$ cat src/rtl/fpc_pkg.sv
package fpc_pkg;
  // Word positions inside the padded frame buffer
  localparam int WORD_ETYPE = 3;
  localparam int WORD_TAG   = 4;
  localparam int WORD_IP    = 5;
  localparam int WORD_PORT  = 9;
  localparam int WORD_PAY   = 11;
  localparam int SLOW_BIAS  = 3;

  localparam logic [15:0] RECOVERY_ETYPE = 16'hBEEE;
  localparam logic [31:0] RECOVERY_TAG   = 32'h61646472;

  // one-hot verdict codes
  localparam logic [2:0] VD_NONE = 3'b000;
  localparam logic [2:0] VD_FAST = 3'b100;
  localparam logic [2:0] VD_RCV  = 3'b010;
  localparam logic [2:0] VD_SLOW = 3'b001;

  typedef struct packed {
    logic port_ok;
    logic pay_ok;
    logic etype_ok;
    logic tag_ok;
    logic ip_seen;
  } match_flags_t;
endpackage

$ cat src/rtl/fpc_word_tracker.sv
module fpc_word_tracker #(
  parameter int IDX_W = 10
) (
  input  logic             clk,
  input  logic             rst_n,
  input  logic             beat,
  input  logic             sof,
  input  logic             eof,
  output logic             take,
  output logic             last_take,
  output logic [IDX_W-1:0] cur_idx
);
  localparam logic [IDX_W-1:0] IDX_MAX = '1;

  logic             open_q;
  logic [IDX_W-1:0] next_q;

  assign take      = beat && (sof || open_q);
  assign last_take = take && eof;
  assign cur_idx   = sof ? '0 : next_q;

  always_ff @(posedge clk) begin
    if (!rst_n) begin
      open_q <= 1'b0;
      next_q <= '0;
    end else if (take) begin
      open_q <= !eof;
      next_q <= (cur_idx == IDX_MAX) ? IDX_MAX : cur_idx + 1'b1;
    end
  end


  restart_idx_chk: assert property (@(posedge clk) disable iff (!rst_n)
    (beat && sof) |=> (next_q == IDX_W'(1)));


  stray_ignored_chk: assert property (@(posedge clk) disable iff (!rst_n)
    (!open_q && !sof) |=> $stable(next_q));


  gap_hold_chk: assert property (@(posedge clk) disable iff (!rst_n)
    !beat |=> $stable(next_q) && $stable(open_q));
endmodule

$ cat src/rtl/fpc_field_capture.sv
module fpc_field_capture
  import fpc_pkg::*;
#(
  parameter int IDX_W = 10
) (
  input  logic             clk,
  input  logic             rst_n,
  input  logic             take,
  input  logic             sof,
  input  logic [IDX_W-1:0] cur_idx,
  input  logic [31:0]      data,
  input  logic [15:0]      cfg_data_port,
  input  logic [31:0]      cfg_bad_hdr,
  output match_flags_t     flags_now,
  output logic [31:0]      ip_now
);
  localparam logic [IDX_W-1:0] I_ETYPE = IDX_W'(WORD_ETYPE);
  localparam logic [IDX_W-1:0] I_TAG   = IDX_W'(WORD_TAG);
  localparam logic [IDX_W-1:0] I_IP    = IDX_W'(WORD_IP);
  localparam logic [IDX_W-1:0] I_PORT  = IDX_W'(WORD_PORT);
  localparam logic [IDX_W-1:0] I_PAY   = IDX_W'(WORD_PAY);

  match_flags_t flags_q, base;
  logic [31:0]  ip_q, ip_base;

  // flags as seen after the current word is folded in
  always_comb begin
    base    = sof ? '0 : flags_q;
    ip_base = sof ? '0 : ip_q;
    flags_now = base;
    ip_now    = ip_base;
    if (take) begin
      if (cur_idx == I_ETYPE) flags_now.etype_ok = (data[15:0] == RECOVERY_ETYPE);
      if (cur_idx == I_TAG)   flags_now.tag_ok   = (data == RECOVERY_TAG);
      if (cur_idx == I_IP) begin
        flags_now.ip_seen = 1'b1;
        ip_now            = data;
      end
      if (cur_idx == I_PORT)  flags_now.port_ok  = (data[15:0] == cfg_data_port);
      if (cur_idx == I_PAY)   flags_now.pay_ok   = (data != cfg_bad_hdr);
    end
  end

  always_ff @(posedge clk) begin
    if (!rst_n) begin
      flags_q <= '0;
      ip_q    <= '0;
    end else if (take) begin
      flags_q <= flags_now;
      ip_q    <= ip_now;
    end
  end


  fresh_frame_chk: assert property (@(posedge clk) disable iff (!rst_n)
    (take && sof) |=> (flags_q == '0) && (ip_q == '0));


  no_early_pay_chk: assert property (@(posedge clk) disable iff (!rst_n)
    (take && sof) |=> !flags_q.pay_ok && !flags_q.port_ok && !flags_q.ip_seen);
endmodule

$ cat src/rtl/fpc_verdict.sv
module fpc_verdict
  import fpc_pkg::*;
#(
  parameter int IDX_W = 10
) (
  input  match_flags_t     flags,
  input  logic [IDX_W-1:0] last_idx,
  output logic [2:0]       code,
  output logic [IDX_W-1:0] len
);
  localparam logic [IDX_W-1:0] BIAS = IDX_W'(SLOW_BIAS);

  logic is_fast, is_rcv;

  assign is_fast = flags.port_ok && flags.pay_ok;
  assign is_rcv  = flags.etype_ok && flags.tag_ok && flags.ip_seen;

  always_comb begin
    len = '0;
    if (is_fast)     code = VD_FAST;
    else if (is_rcv) code = VD_RCV;
    else begin
      code = VD_SLOW;
      len  = (last_idx >= BIAS) ? last_idx - BIAS : '0;
    end
  end
endmodule

$ cat src/rtl/fpc_classifier.sv
module fpc_classifier
  import fpc_pkg::*;
#(
  parameter int IDX_W = 10
) (
  input  logic             clk,
  input  logic             rst_n,
  input  logic             in_valid,
  output logic             in_ready,
  input  logic [31:0]      in_data,
  input  logic             in_sof,
  input  logic             in_eof,
  input  logic [15:0]      cfg_data_port,
  input  logic [31:0]      cfg_bad_hdr,
  output logic             verdict_valid,
  output logic [2:0]       verdict,
  output logic [IDX_W-1:0] slow_len,
  output logic             ip_load,
  output logic [31:0]      ip_addr
);
  logic             ready_q;
  logic             take, last_take;
  logic [IDX_W-1:0] cur_idx;
  match_flags_t     flags_now;
  logic [31:0]      ip_now;
  logic [2:0]       code;
  logic [IDX_W-1:0] len;

  assign in_ready = ready_q;

  fpc_word_tracker #(.IDX_W(IDX_W)) u_track (
    .clk(clk), .rst_n(rst_n),
    .beat(in_valid && ready_q), .sof(in_sof), .eof(in_eof),
    .take(take), .last_take(last_take), .cur_idx(cur_idx)
  );

  fpc_field_capture #(.IDX_W(IDX_W)) u_cap (
    .clk(clk), .rst_n(rst_n), .take(take), .sof(in_sof),
    .cur_idx(cur_idx), .data(in_data),
    .cfg_data_port(cfg_data_port), .cfg_bad_hdr(cfg_bad_hdr),
    .flags_now(flags_now), .ip_now(ip_now)
  );

  fpc_verdict #(.IDX_W(IDX_W)) u_vd (
    .flags(flags_now), .last_idx(cur_idx), .code(code), .len(len)
  );

  always_ff @(posedge clk) begin
    if (!rst_n) begin
      ready_q       <= 1'b0;
      verdict_valid <= 1'b0;
      verdict       <= VD_NONE;
      slow_len      <= '0;
      ip_load       <= 1'b0;
      ip_addr       <= '0;
    end else begin
      ready_q       <= 1'b1;
      verdict_valid <= last_take;
      verdict       <= last_take ? code : VD_NONE;
      slow_len      <= last_take ? len : '0;
      ip_load       <= last_take && (code == VD_RCV);
      if (last_take && (code == VD_RCV)) ip_addr <= ip_now;
    end
  end


  onehot_verdict_chk: assert property (@(posedge clk) disable iff (!rst_n)
    verdict_valid |-> ($countones(verdict) == 1));


  idle_verdict_chk: assert property (@(posedge clk) disable iff (!rst_n)
    !verdict_valid |-> (verdict == VD_NONE) && !ip_load);


  single_pulse_chk: assert property (@(posedge clk) disable iff (!rst_n)
    (verdict_valid && !(in_valid && in_eof)) |=> !verdict_valid);


  load_with_rcv_chk: assert property (@(posedge clk) disable iff (!rst_n)
    ip_load |-> verdict_valid && (verdict == VD_RCV));


  ip_hold_chk: assert property (@(posedge clk) disable iff (!rst_n)
    !ip_load |=> $stable(ip_addr) || ip_load);


  len_only_slow_chk: assert property (@(posedge clk) disable iff (!rst_n)
    !verdict[0] |-> (slow_len == '0));


  ready_high_chk: assert property (@(posedge clk) disable iff (!rst_n)
    $past(rst_n) |-> in_ready);
endmodule

$ cat config.mk
export PLATFORM = sky130hd
export DESIGN_NAME = fpc_classifier
export DESIGN_NICKNAME = d
export VERILOG_FILES = /design/src/rtl/fpc_pkg.sv /design/src/rtl/fpc_word_tracker.sv /design/src/rtl/fpc_field_capture.sv /design/src/rtl/fpc_verdict.sv /design/src/rtl/fpc_classifier.sv
export SDC_FILE = /design/constraint.sdc
export NUM_CORES = 1
export LEC_CHECK = 0
export ABC_AREA = 1
export BUFFER_PORTS_ARGS = -buffer_cell sky130_fd_sc_hd__buf_2
export CORE_MARGIN = 8
export CORE_UTILIZATION = 35
export DETAILED_ROUTE_END_ITERATION = 10
export GPL_TIMING_DRIVEN = 0
export PLACE_DENSITY = 0.65
export SETUP_SLACK_MARGIN = 0.4
export SYNTH_ARGS = -nofsm -noshare
export SYNTH_HDL_FRONTEND = slang
export SYNTH_SLANG_ARGS = --single-unit
$ cat constraint.sdc
create_clock -name clk -period 7.1 [get_ports clk]
set_input_delay 1.42 -clock clk [delete_from_list [all_inputs] [get_ports clk]]
set_output_delay 1.42 -clock clk [all_outputs]
set_load 0.01 [all_outputs]
==> metrics.csv <==
stage,metric,value,unit
finish,final core occ,0.429,
setup_path,Reg2Reg Setup Slack,4.79,ns
clocking,CTS tree,built,
logic_synthesis,Post-synth EDFFs,0,
floorplanning,# IOs,133,
min_path,worst hold start,u_cap.flags_q[4],
setup_path,worst setup path class,in -> reg,
timing,final setup violation count,0,
routing,vias,5624,
floorplanning,Die Span Y,142,um
routing,first-iteration detailed-routing DRC count,296,
global_routing,first-pass GRT wire length,26.9,mm
timing,Max-slew headroom,0.623,
logic_synthesis,post-synth top area cell,dfxtp_1,
place,DP Area,6440,sq um
clocking,clock sink total,96,
logic_synthesis,synthesized area,5510,sq um
logic_synthesis,"FF+latch count, synth",96,
logic_synthesis,Synth cell types,32,
pwr,peak supply drop,97.4,uV
global_routing,vias in the first global route,5350,
setup_path,worst r2r src,u_track.next_q[3],
min_path,worst hold path type,reg -> reg,
timing,fin. max-slew vios,0,
min_path,Hold Path Stages,2,
routing,DRT Pass-1 Iters,5,
floorplanning,Die X,142,um
timing,Final Cycle Share,0.559,
place,PortBufs,132,
logic_synthesis,most instantiated cells after synthesis,"nand2_1 (216), inv_1 (139), nor2_1 (105)",
routing,via-per-instance ratio,4.58,
global_routing,Global Route Usage Sum,0.168,
logic_synthesis,syn_area_per_cell,6.38,sq um
routing,drc violations,0,
outcome,status,"finished, final reports clean",
logic_synthesis,top-area cell type share of the netlist area,0.349,
clocking,hold_buf cts,0,
finish,Nets,1093,
timing,worst slew pin tran,0.565,ns
pwr,Pwr per Cell Area,176,nW/um^2
logic_synthesis,top-count cell post-synth,nand2_1,
setup_path,critical path launch point type,input port,
finish,final instance area,6720,sq um
clocking,CTS Root Cell,clkbuf_16,
setup_path,worst-path maximum fanout,10,
timing,Period minus WS final,3.97,ns
pwr,static leakage,3.44,nW
floorplanning,row count,46,
global_routing,largest net degree at the start of global routing,17,
routing,Wirelength per Cell,13.6,um
logic_synthesis,"Top FF cell, synth",dfxtp_1,
setup_path,largest stage delay on the critical path,0.42,ns
place,Placer Congestion,0.849,
clocking,H-tree lvl count,3,
min_path,Hold Path End,u_cap.flags_q[4],
finish,FF+latch area,1920,sq um
logic_synthesis,Mapped Nets,950,
routing,Detail Route Antenna Nets,0,
finish,layout cells sized above 1,0.183,
setup_path,Worst R2R End,ip_addr[29],
logic_synthesis,number of synthesis warnings,0,
logic_synthesis,top post-synthesis cells by area,"dfxtp_1 (35%), nand2_1 (15%), inv_1 (9.5%)",
clocking,clock-pin slew on the worst setup and hold paths,0.07,ns
setup_path,Worst EP required,7.34,ns
global_routing,antenna violations before repair,1,
timing,setup TNS,0,ns
clocking,Post-CTS Resized,0,
setup_path,Worst R2R Path Depth,13,
global_routing,total grt overflow,0,
logic_synthesis,"Seq/Total Area, Yosys",0.349,
timing,unrepaired setup endpoints after global routing,no,
floorplanning,DIE AREA,20000,sq um
flow_run,max-cap check violation count,0,
clocking,Clock Latency Late Sink,0.35,ns
finish,Area Growth Syn to Fin,21.8,%
timing,Final Skew,0.0117,ns
setup_path,ordered cell list for the critical path,buf_2 > inv_2 > buf_6 > clkbuf_1 > buf_1 > nand2_1 > ha_1 > nand3_1 > o21ai_0 > nand3_1 > nand3_2 > nor2_2 > buf_6 > buf_4 > nand3_1 > nand2_1 > nor2_1,
logic_synthesis,Syn Inst Count,864,
routing,routed wire length,16.7,mm
finish,# fillers,1760,
timing,achievable frequency,252,MHz
setup_path,Crit path top cell by count,nand3_1,
floorplanning,Core Area,15700,sq um
setup_path,critical-path cell with the highest stage delay,buf_1,
clocking,Clock Tree Buf Depth,2,
setup_path,CP endpoint kind,register,
clocking,Inserted Clock Buffers,9,
pwr,Pwr Total,1.18,mW
setup_path,crit path DAT,4.21,ns
logic_synthesis,Async SR Flop Fraction,0,
place,post-detail-place hpwl,13.6,mm
finish,area of the multi-input gates,2830,sq um
floorplanning,Initial Util,0.352,
timing,Final Hold Viols,0,
clocking,Post-CTS Setup Bufs,0,
==> per-stage QoR <==
| stage | cells | worst slack [ns] | hold slack [ns] |
|---|---|---|---|
| final | 1228 | 3.13 | 0.470 |
| after global routing | 1228 | 2.79 | 0.500 |
| after CTS | 1227 | 3.13 | 0.468 |
| after detailed placement | 1212 | 2.77 | 0.457 |
| after global placement | 1212 | 2.76 | 0.455 |
| after floorplan | 864 | 3.55 | 0.445 |
==> critical path, delay by kind of cell <==
kind            cells  cell delay [ns]
buf+inv             7             1.55
compound gates      1             0.10
fa+ha+maj           1             0.22
simple gates        8             0.92
==> routing by layer <==
metal	part of all wire	wire, um	up-vias	track usage
met4	0.017	279	0	0.0475
met1	0.48	8050	2452	0.227
met2	0.43	7140	157	0.258
li1	-	-	2995	-
met3	0.073	1220	20	0.0430
met5	0	0	-	0
==> placed cells by master, fill, tap and decap left out <==
cell        count
nand3_1        86
inv_1         139
nand3_2         1
nor3_1          2
a31o_2          1
clkinvlp_4      3
o211ai_1       34
a21oi_2         1
inv_2           3
nor2_8          1
nor2_2          2
clkinv_2        1
a31oi_1         2
a21oi_1        41
buf_6           6
diode_2         1
o21bai_1        1
dfxtp_1        96
nor2_4          1
clkbuf_16       9
xnor2_1        14
nand4_1         6
o21ai_0        35
o221ai_1        4
ha_1            1
buf_4           4
clkbuf_1       16
nor2_1        105
nand2_2         8
buf_1           9
inv_6           1
o21ai_1         1
nand2_1       216
o21ai_2         2
clkinv_4        1
xor2_1         18
nand4_4         1
buf_2         139
==> flip-flops by register name (all words and copies together) (netlist names) <==
signal          count
u_track.open_q      1
u_cap.ip_q         32
in_ready            1
ip_addr            32
verdict_valid       1
u_track.next_q     10
ip_load             1
slow_len           10
verdict             3
u_cap.flags_q       5
==> logic make-up after synthesis <==
logic type               after synthesis  share of synthesized area
AND/OR/NAND/NOR                      429                      0.328
buffers and inverters                184                      0.138
AO/OA/AOI/OAI                        122                      0.133
flip-flops                            96                      0.349
XOR/XNOR                              32                     0.0508
adder cells (fa/ha/maj)                1                    0.00227
==> power breakdown <==
part	leakage, nW	switching (mW)	internal, mW	total, mW
sequential	0.779	0.00862	0.553	0.561
combinational	2.54	0.101	0.0615	0.163
clock	0.124	0.219	0.237	0.456
total	3.44	0.329	0.851	1.18
==> worst max path at each step <==
| stage | from | end | slack (ns) | depth (start not counted) |
|---|---|---|---|---|
| 2_1_floorplan | in_sof | ip_addr[14] | 3.55 | 16 |
| 3_3_place_gp | in_sof | ip_addr[15] | 2.76 | 17 |
| 3_5_place_dp | in_sof | ip_addr[15] | 2.77 | 17 |
| 4_1_cts | in_sof | ip_addr[15] | 3.13 | 17 |
| 5_1_grt | in_sof | ip_addr[15] | 2.79 | 17 |
| 6_report | in_sof | ip_addr[15] | 3.13 | 17 |
==> layout make-up <==
class,count,share of cell area
Tap cell,216,0.0402
Clock buffer,9,0.0335
Clock inverter,6,0.00671
Sequential cell,96,0.286
Timing Repair Buffer,132,0.0984
Multi-Input combinational cell,584,0.422
Antenna cell,1,0.000373
Inverter,142,0.0794
Buffer,42,0.0337
Power figures use the tool's default switching activity.
